## src/rtl/alu_rr_pkg.sv

```systemverilog
// Shared types for the register-to-register ALU unit.
// Assumes the register numbering shared with the transfer instruction.
package alu_rr_pkg;
    typedef enum logic [2:0] {
        OP_ADD = 3'd0,
        OP_ADC = 3'd1,
        OP_SUB = 3'd2,
        OP_SBC = 3'd3,
        OP_CMP = 3'd4,
        OP_EOR = 3'd5,
        OP_OR  = 3'd6,
        OP_NOP = 3'd7
    } alu_op_e;

    typedef struct packed {
        logic n;
        logic z;
        logic v;
        logic c;
    } flags_t;

    typedef enum logic [1:0] {
        ST_IDLE = 2'd0,
        ST_READ = 2'd1,
        ST_EXEC = 2'd2,
        ST_WB   = 2'd3
    } seq_state_e;

    localparam logic [3:0] RC_D    = 4'h0;
    localparam logic [3:0] RC_W    = 4'h6;
    localparam logic [3:0] RC_A    = 4'h8;
    localparam logic [3:0] RC_B    = 4'h9;
    localparam logic [3:0] RC_ZLO  = 4'hC;
    localparam logic [3:0] RC_ZHI  = 4'hD;
    localparam logic [3:0] RC_E    = 4'hE;
    localparam logic [3:0] RC_F    = 4'hF;
endpackage

```

## src/rtl/alu_rr_decode.sv

```systemverilog
// Post-byte decoder: splits the post-byte into the R0/R1 codes, decides
// the operation width, promotes byte names to their word pair when the
// widths differ, and flags zero-register codes.
// Assumes a code with its top bit clear names a 16-bit register.
module alu_rr_decode
    import alu_rr_pkg::*;
#(
    parameter int CW = 4
) (
    input  logic [2*CW-1:0] post_byte,
    output logic [CW-1:0]   src_code,
    output logic [CW-1:0]   dst_code,
    output logic            wide,
    output logic            src_zero,
    output logic            dst_zero
);
    logic [CW-1:0] raw_src;
    logic [CW-1:0] raw_dst;

    // Map a byte accumulator name onto its 16-bit pair.
    function automatic logic [CW-1:0] promote(input logic [CW-1:0] code);
        logic [CW-1:0] r;
        r = code;
        if (code == RC_A || code == RC_B) r = RC_D;
        if (code == RC_E || code == RC_F) r = RC_W;
        return r;
    endfunction

    // True for either of the two zero-register codes.
    function automatic logic is_zero(input logic [CW-1:0] code);
        return (code == RC_ZLO) || (code == RC_ZHI);
    endfunction

    // Split, width-decide, promote and classify.
    always_comb begin
        raw_src  = post_byte[2*CW-1:CW];
        raw_dst  = post_byte[CW-1:0];
        wide     = !raw_src[CW-1] || !raw_dst[CW-1];
        src_code = wide ? promote(raw_src) : raw_src;
        dst_code = wide ? promote(raw_dst) : raw_dst;
        src_zero = is_zero(raw_src);
        dst_zero = is_zero(raw_dst);
    end
endmodule

```

## src/rtl/alu_rr_core.sv

```systemverilog
// Combinational datapath of width W: computes b OP a (b is R1, a is R0)
// and the N, Z, V, C flags. Assumes cin is the current C flag.
module alu_rr_core
    import alu_rr_pkg::*;
#(
    parameter int W = 16
) (
    input  alu_op_e        op,
    input  logic [W-1:0]   a,
    input  logic [W-1:0]   b,
    input  logic           cin,
    output logic [W-1:0]   res,
    output flags_t         fl
);
    localparam int MSB = W - 1;

    logic [W:0] ext;
    logic       ci;

    // Arithmetic/logic result and flag generation.
    always_comb begin
        ci   = ((op == OP_ADC) || (op == OP_SBC)) ? cin : 1'b0;
        ext  = '0;
        res  = b;
        fl.v = 1'b0;
        fl.c = cin;
        case (op)
            OP_ADD, OP_ADC: begin
                ext  = {1'b0, b} + {1'b0, a} + {{W{1'b0}}, ci};
                res  = ext[W-1:0];
                fl.c = ext[W];
                fl.v = (a[MSB] == b[MSB]) && (res[MSB] != b[MSB]);
            end
            OP_SUB, OP_SBC, OP_CMP: begin
                ext  = {1'b0, b} - {1'b0, a} - {{W{1'b0}}, ci};
                res  = ext[W-1:0];
                fl.c = ext[W];
                fl.v = (a[MSB] != b[MSB]) && (res[MSB] != b[MSB]);
            end
            OP_EOR: res = b ^ a;
            OP_OR:  res = b | a;
            default: res = b;
        endcase
        fl.n = res[MSB];
        fl.z = (res == '0);
    end
endmodule

```

## src/rtl/alu_rr_unit.sv

```systemverilog
// Register-to-register ALU unit: a three-cycle sequencer (read, compute,
// write back) around a post-byte decoder and two datapath widths.
// Assumes the register file returns read data combinationally for the
// addresses driven in the read cycle, with byte registers in the low byte.
module alu_rr_unit
    import alu_rr_pkg::*;
#(
    parameter int DW = 16,
    parameter int CW = 4,
    parameter int FW = 4
) (
    input  logic            clk,
    input  logic            rst_n,
    input  logic            start,
    input  logic [2:0]      opcode,
    input  logic [2*CW-1:0] post_byte,
    input  logic [FW-1:0]   cc_in,
    output logic [CW-1:0]   src_addr,
    output logic [CW-1:0]   dst_addr,
    input  logic [DW-1:0]   src_data,
    input  logic [DW-1:0]   dst_data,
    output logic            wr_en,
    output logic [CW-1:0]   wr_addr,
    output logic [DW-1:0]   wr_data,
    output logic            flags_we,
    output logic [FW-1:0]   flags_out,
    output logic            busy,
    output logic            done
);
    localparam int HW = DW / 2;

    seq_state_e     state;
    alu_op_e        op_q;
    logic [2*CW-1:0] pb_q;
    logic [DW-1:0]  a_q;
    logic [DW-1:0]  b_q;
    logic           cin_q;
    logic [DW-1:0]  res_q;
    flags_t         fl_q;

    logic [CW-1:0]  src_code;
    logic [CW-1:0]  dst_code;
    logic           wide;
    logic           src_zero;
    logic           dst_zero;

    logic [DW-1:0]  res_w;
    logic [HW-1:0]  res_h;
    flags_t         fl_w;
    flags_t         fl_h;
    logic           op_writes;

    alu_rr_decode #(.CW(CW)) dec_i (
        .post_byte (pb_q),
        .src_code  (src_code),
        .dst_code  (dst_code),
        .wide      (wide),
        .src_zero  (src_zero),
        .dst_zero  (dst_zero)
    );

    alu_rr_core #(.W(DW)) core_w_i (
        .op  (op_q),
        .a   (a_q),
        .b   (b_q),
        .cin (cin_q),
        .res (res_w),
        .fl  (fl_w)
    );

    alu_rr_core #(.W(HW)) core_h_i (
        .op  (op_q),
        .a   (a_q[HW-1:0]),
        .b   (b_q[HW-1:0]),
        .cin (cin_q),
        .res (res_h),
        .fl  (fl_h)
    );

    // Sequencer: accept, capture operands, capture result, write back.
    always_ff @(posedge clk) begin
        if (!rst_n) begin
            state <= ST_IDLE;
            op_q  <= OP_NOP;
            pb_q  <= '0;
            a_q   <= '0;
            b_q   <= '0;
            cin_q <= 1'b0;
            res_q <= '0;
            fl_q  <= '0;
        end else begin
            case (state)
                ST_IDLE: if (start) begin
                    op_q  <= alu_op_e'(opcode);
                    pb_q  <= post_byte;
                    state <= ST_READ;
                end
                ST_READ: begin
                    a_q   <= src_zero ? '0 : src_data;
                    b_q   <= dst_zero ? '0 : dst_data;
                    cin_q <= cc_in[0];
                    state <= ST_EXEC;
                end
                ST_EXEC: begin
                    res_q <= wide ? res_w : {{(DW-HW){1'b0}}, res_h};
                    fl_q  <= wide ? fl_w : fl_h;
                    state <= ST_WB;
                end
                default: state <= ST_IDLE;
            endcase
        end
    end

    // Operations that store a result (compare and reserved do not).
    always_comb begin
        op_writes = (op_q != OP_CMP) && (op_q != OP_NOP);
    end

    // Port drive from sequencer state.
    always_comb begin
        src_addr  = src_code;
        dst_addr  = dst_code;
        busy      = (state != ST_IDLE);
        done      = (state == ST_WB);
        wr_en     = (state == ST_WB) && op_writes && !dst_zero;
        wr_addr   = dst_code;
        wr_data   = res_q;
        flags_we  = (state == ST_WB) && (op_q != OP_NOP);
        flags_out = fl_q;
    end

    AST_FIXED_LATENCY: assert property (@(posedge clk) disable iff (!rst_n)
        (start && !busy) |-> ##3 done); // R1
    AST_CMP_NO_WRITE: assert property (@(posedge clk) disable iff (!rst_n)
        wr_en |-> (op_q != OP_CMP)); // R5
    AST_LOGIC_V_CLEAR: assert property (@(posedge clk) disable iff (!rst_n)
        (flags_we && (op_q == OP_EOR || op_q == OP_OR)) |-> !flags_out[1]); // R6
    AST_WIDE_NO_BYTE_DEST: assert property (@(posedge clk) disable iff (!rst_n)
        (wr_en && wide) |-> (wr_addr != RC_A && wr_addr != RC_B &&
                             wr_addr != RC_E && wr_addr != RC_F)); // R7
    AST_ZERO_DEST_DROP: assert property (@(posedge clk) disable iff (!rst_n)
        wr_en |-> (wr_addr != RC_ZLO && wr_addr != RC_ZHI)); // R8
    AST_RESERVED_SILENT: assert property (@(posedge clk) disable iff (!rst_n)
        (done && op_q == OP_NOP) |-> (!flags_we && !wr_en)); // R11
endmodule

```

## config.mk

```make
export PLATFORM = sky130hd
export DESIGN_NAME = alu_rr_unit
export DESIGN_NICKNAME = d
export VERILOG_FILES = /design/src/rtl/alu_rr_pkg.sv /design/src/rtl/alu_rr_decode.sv /design/src/rtl/alu_rr_core.sv /design/src/rtl/alu_rr_unit.sv
export SDC_FILE = /design/constraint.sdc
export NUM_CORES = 1
export LEC_CHECK = 0
export CORE_MARGIN = 5
export CORE_UTILIZATION = 36
export CTS_CLUSTER_DIAMETER = 120
export DETAILED_ROUTE_END_ITERATION = 10
export PLACE_DENSITY_LB_ADDON = 0.05
export SETUP_SLACK_MARGIN = 0.02
export SLEW_MARGIN = 20
export SYNTH_ARGS = -nofsm -noshare
export SYNTH_HDL_FRONTEND = slang
export SYNTH_HIERARCHICAL = 1
export SYNTH_SLANG_ARGS = --single-unit
```

## constraint.sdc

```tcl
create_clock -name clk -period 10.4 [get_ports clk]
set_clock_uncertainty 0.15 [all_clocks]
set_input_delay 2.08 -clock clk [delete_from_list [all_inputs] [get_ports clk]]
set_output_delay 2.08 -clock clk [all_outputs]
set_load 0.01 [all_outputs]
```

### Word level (Yosys, flattened, before mapping)

Cells that the tools add are included.

* register bits after elaboration: 66
* latch bits: 0
* bits in writable memories: 0
* ROM bits: 0
* memories kept: 0

* add/subtract/negate cells: 8
* $mul: 0
* div/mod/pow operators: 0
* order comparisons: 0
* equality and inequality tests: 32
* shift-type cells: 0
* muxes and demuxes: 17
* bitwise operators: 4
* reductions and logical operators: 27

Operators by type and width (count)
* $pmux 16 s4: 1
* $eq 4x4->1 const B: 12
* $mux 16: 3
* $pmux 8 s4: 1
* $mux 4: 7
* $add 16x16->17: 1
* $add 17x1->17: 1
* $sub 16x16->17: 1
* $sub 17x1->17: 1
* $logic_not 16->1: 1
* $or 16x16->16: 1
* $xor 16x16->16: 1
* $add 8x8->9: 1
* $add 9x1->9: 1
* $eq 3x3->1 const B: 3
* $sub 8x8->9: 1
* $sub 9x1->9: 1
* $logic_and 1x1->1: 8
* $logic_not 8->1: 1
* $logic_or 1x1->1: 8
* $or 8x8->8: 1
* $pmux 2 s2: 2
* $xor 8x8->8: 1
* $eq 3x2->1 const B: 2
* other kinds (17): 27

### Depth between registers and ports, before layout

* depth in word-level cells: 8
* mapped depth: 17
* depth with buffers taken out: 16

### By module

The synthesis kept the hierarchy.

Modules (own cells, without submodules)
* alu_rr_core (core_w_i): instances 1, cells an instance 427, area each 3069.2 um^2, sequential area each 0.0 um^2
* alu_rr_unit: instances 1, cells an instance 304, area each 2851.5 um^2, sequential area each 1321.3 um^2
* alu_rr_core (core_h_i): instances 1, cells an instance 199, area each 1411.4 um^2, sequential area each 0.0 um^2
* alu_rr_decode: instances 1, cells an instance 15, area each 91.3 um^2, sequential area each 0.0 um^2

### Worst setup path after synthesis

No wires, ideal clock.

* path type: register -> register
* start: register op_q[0]
* end: register fl_q, in the netlist flags_out[2]
* arrival: 3947 ps
* slack: 6233 ps
* cell stages (with the launch flop): 18
* buffers on the path: 2
* clock period less this slack: 4167 ps
* cell sequence: dfxtp_1 clkbuf_1 clkbuf_1 nand3_1 inv_1 fa_1 inv_1 fa_1 nor2b_1 o2111ai_1 a31o_2 o221a_2 mux2i_1 o32a_1 or4_4 nor4_2 mux2i_1 a21oi_1

RTL lines
* start: declaration: RTL line alu_rr_unit.sv:33 `alu_op_e op_q;`
* start signal: assignment: RTL line alu_rr_unit.sv:94 `op_q <= alu_op_e'(opcode);`
* end signal: assignment: RTL line alu_rr_unit.sv:106 `fl_q <= wide ? fl_w : fl_h;`
* end: declaration: RTL line alu_rr_unit.sv:39 `flags_t fl_q;`

==> flow_summary.ini <==
[status]
status = complete, no violations

[finish]
finalNonFillerCells = 1269
post_route_cells_drive_above_1_share = 0.107
nets = 1147
multiInputGateArea_um2 = 5360
syn_to_final_growth_pct = 15.6
nFillCells = 2120
seq_area_um2 = 1320
num_antenna_cells = 0

[worst_setup_path]
reg2reg_from = op_q[2]$_SDFFE_PN1P_
crit_chain = inv_1, nand3_1, inv_1, fa_1, inv_1, ha_1, o21ai_0, a211o_1, o221a_2, o211a_1, nor3_1, o221a_2, o21ai_0, nor4_2, mux2i_1, a21oi_1
critPathMaxStageDelay_ps = 470
reg2regPathDepth = 16
crit_fanout = 6
cp-endpoint = flags_out[2]$_SDFFE_PN0N_
required_ps = 10520
r2r_setup_slack_ps = 5710
path_common_cell = inv_1
path_class = flip-flop to flip-flop
cp.arrival_ps = 4820
critPathLaunch = op_q[2]$_SDFFE_PN1P_
start_kind = flip-flop
r2r-end = flags_out[2]$_SDFFE_PN0N_
worstSetupEndpointType = flip-flop
critPathSlowestCell = nor3_1

[placed_design]
dp_hpwl_um = 18000
placedCellCount = 1253
io_buffers = 82
dp_slack_ps = 5830
place_congestion = 0.838

[clock_network]
cts_setup_buffers = 0
clk_pin_slew_worst_paths_ps = 60
ctsResizeCount = 0
htree_num_levels = 3
cts_hold_buf = 0
cts_tree = yes
cts_root_buf = clkbuf_16
cts_buffers = 9
insertion_delay_ps = 350
clkSinkCount = 66
clockBufferDepth = 2

[synthesis]
syn_nets = 1098
ys_ff_latch = 66
yosysTopAreaCell = dfxtp_1
syn-cell-area_um2 = 7420
synth_async_sr_flop_share = 0
synth_warnings = 6
synth_area_per_cell_um2 = 7.86
yosysMostFrequentCell = inv_1
synthFlopType = dfxtp_1
synth_edf_count = 0
synth_common_cells = inv_1, ha_1, nor2_1, dfxtp_1, a21oi_1
yosysSeqAreaShare = 0.178
synth_top_cells_by_area = dfxtp_1, ha_1, inv_1, a21oi_1, mux2i_1
synth_top_area_frac = 0.178
syn_inst = 945
synth.distinct_cells = 91

[global_route]
grt_max_degree = 49
grt_pass1_wl_um = 37200
antenna_found_initial = 0
track_usage = 0.197
grt_pass1_vias = 6534
grt_overflow = 0

[floorplanning]
die_h_um = 154
ios = 86
num_rows = 52
die_w_um = 154
dieArea_um2 = 23600
core_area_um2 = 20300
start_util = 0.366

[detailed_routing]
drc = 0
drt_wl_total_um = 23700
vias = 6768
first_pass_iters = 5
ant_nets = 0
viasPerCell = 5.33
routedWlPerCell_um = 18.7
detail_route.iter0.violations = 507

[power_and_ir_drop]
ir_worst_vdd_mv = 0.0813
power_switching_w = 0.000745
seqPwrFrac = 0.207
p_clk_frac = 0.200
power_leakage_nw = 3.65
switching_share = 0.462
power_density_nw_per_um2 = 188
internal_power_w = 0.000868
pwr-share-comb = 0.593

[min_path]
hp-class = flip-flop to flip-flop

[timing]
maxSlewHeadroom = 0.479
worstMarginPinSlew_ps = 774
setup_tns_ps = 0
post-route-min-period_ps = 4690
setup_viol = 0
rsz0062_at_grt = no
timing.final.ws_setup_ps = 5710
fin_crit_sh = 0.451
hold_viol_final = 0
drv_slew = 0
clock.fmax_ghz = 0.213

[job]
maxCapViolCount = 0
-- power by group through the flow --
stage	clock (W)	combinational, W	sequential, W
after floorplan	0	0.000700	0.000329
after global placement	0	0.000950	0.000340
after detailed placement	0	0.000945	0.000340
after CTS	0.000332	0.000950	0.000334
after global routing	0.000345	0.00105	0.000341
final	0.000322	0.000956	0.000334
-- logic make-up after synthesis --
family	Yosys count	share of synthesized area
buffers and inverters	154	0.100
flip-flops	66	0.178
adder cells (fa/ha/maj)	103	0.182
multiplexers	30	0.0406
AO/OA/AOI/OAI	273	0.254
XOR/XNOR	25	0.0295
AND/OR/NAND/NOR	294	0.216
-- sequential cells by signal, summed over array words and instances (netlist names) --
name and flops:
op_q 3, b_q 16, cin_q 1, flags_out 4
state 2, wr_data 16, a_q 16, pb_q 8
-- placed cells by master (no fill, tap or decap), types with 10 or more instances in the layout --
| master | instances |
|---|---|
| a21oi_2 | 29 |
| nor2_1 | 68 |
| nand3_1 | 17 |
| a211oi_1 | 10 |
| dfxtp_1 | 65 |
| xnor2_1 | 19 |
| mux2i_1 | 29 |
| nand2_1 | 55 |
| o21ai_0 | 57 |
| nor3_1 | 15 |
| clkdlybuf4s50_1 | 82 |
| and2b_1 | 14 |
| nand2b_1 | 15 |
| a21oi_1 | 64 |
| ha_1 | 95 |
| nor2b_1 | 33 |
| inv_1 | 102 |
| nor2_2 | 21 |
| a21o_1 | 13 |
-- final cells by class --
| class | count | share of cell area |
|---|---|---|
| tap | 270 | 0.0394 |
| clock inverter | 7 | 0.00948 |
| inverter | 104 | 0.0455 |
| timing repair buffer | 88 | 0.101 |
| multi-input combinational | 725 | 0.624 |
| sequential | 66 | 0.154 |
| clock buffer | 9 | 0.0262 |
-- metrics by stage --
stage / cell area (µm²) / util / total power [W] / hold slack, ps
floorplan: 7420 / - / 0.00103 / 287
global placement: 8280 / 0.408 / 0.00129 / 297
detailed placement: 8280 / 0.408 / 0.00129 / 302
CTS: 8580 / 0.423 / 0.00162 / 312
global route: 8580 / 0.423 / 0.00174 / 348
finish: 8580 / 0.423 / 0.00161 / 308
-- critical path, delay by kind of cell, from the launching register on --
kind,cells,cell delay (ps)
buffers and inverters,3,540
flip-flops,1,310
multiplexers,1,120
adder cells (fa/ha/maj),2,590
AND/OR/NAND/NOR,3,1080
AO/OA/AOI/OAI,7,1830
-- routing by layer --
layer	vias to the layer above	wire length, µm	track usage
li1	3388	-	-
met1	3212	12300	0.296
met2	147	10100	0.297
met3	21	848	0.0287
met4	0	344	0.0421
met5	-	0	0
-- worst min path at each step --
stage / start / endpoint / slack [ps] / depth (start not counted)
finish: pb_q[4]$_SDFFE_PN0P_ / pb_q[4]$_SDFFE_PN0P_ / 310 / 2
global route: pb_q[4]$_SDFFE_PN0P_ / pb_q[4]$_SDFFE_PN0P_ / 350 / 2
CTS: pb_q[0]$_SDFFE_PN0P_ / pb_q[0]$_SDFFE_PN0P_ / 310 / 2
detailed placement: pb_q[0]$_SDFFE_PN0P_ / pb_q[0]$_SDFFE_PN0P_ / 300 / 2
global placement: pb_q[0]$_SDFFE_PN0P_ / pb_q[0]$_SDFFE_PN0P_ / 300 / 2
floorplan: pb_q[0]$_SDFFE_PN0P_ / pb_q[0]$_SDFFE_PN0P_ / 290 / 2
No activity file was read; power rests on OpenSTA's default activity.
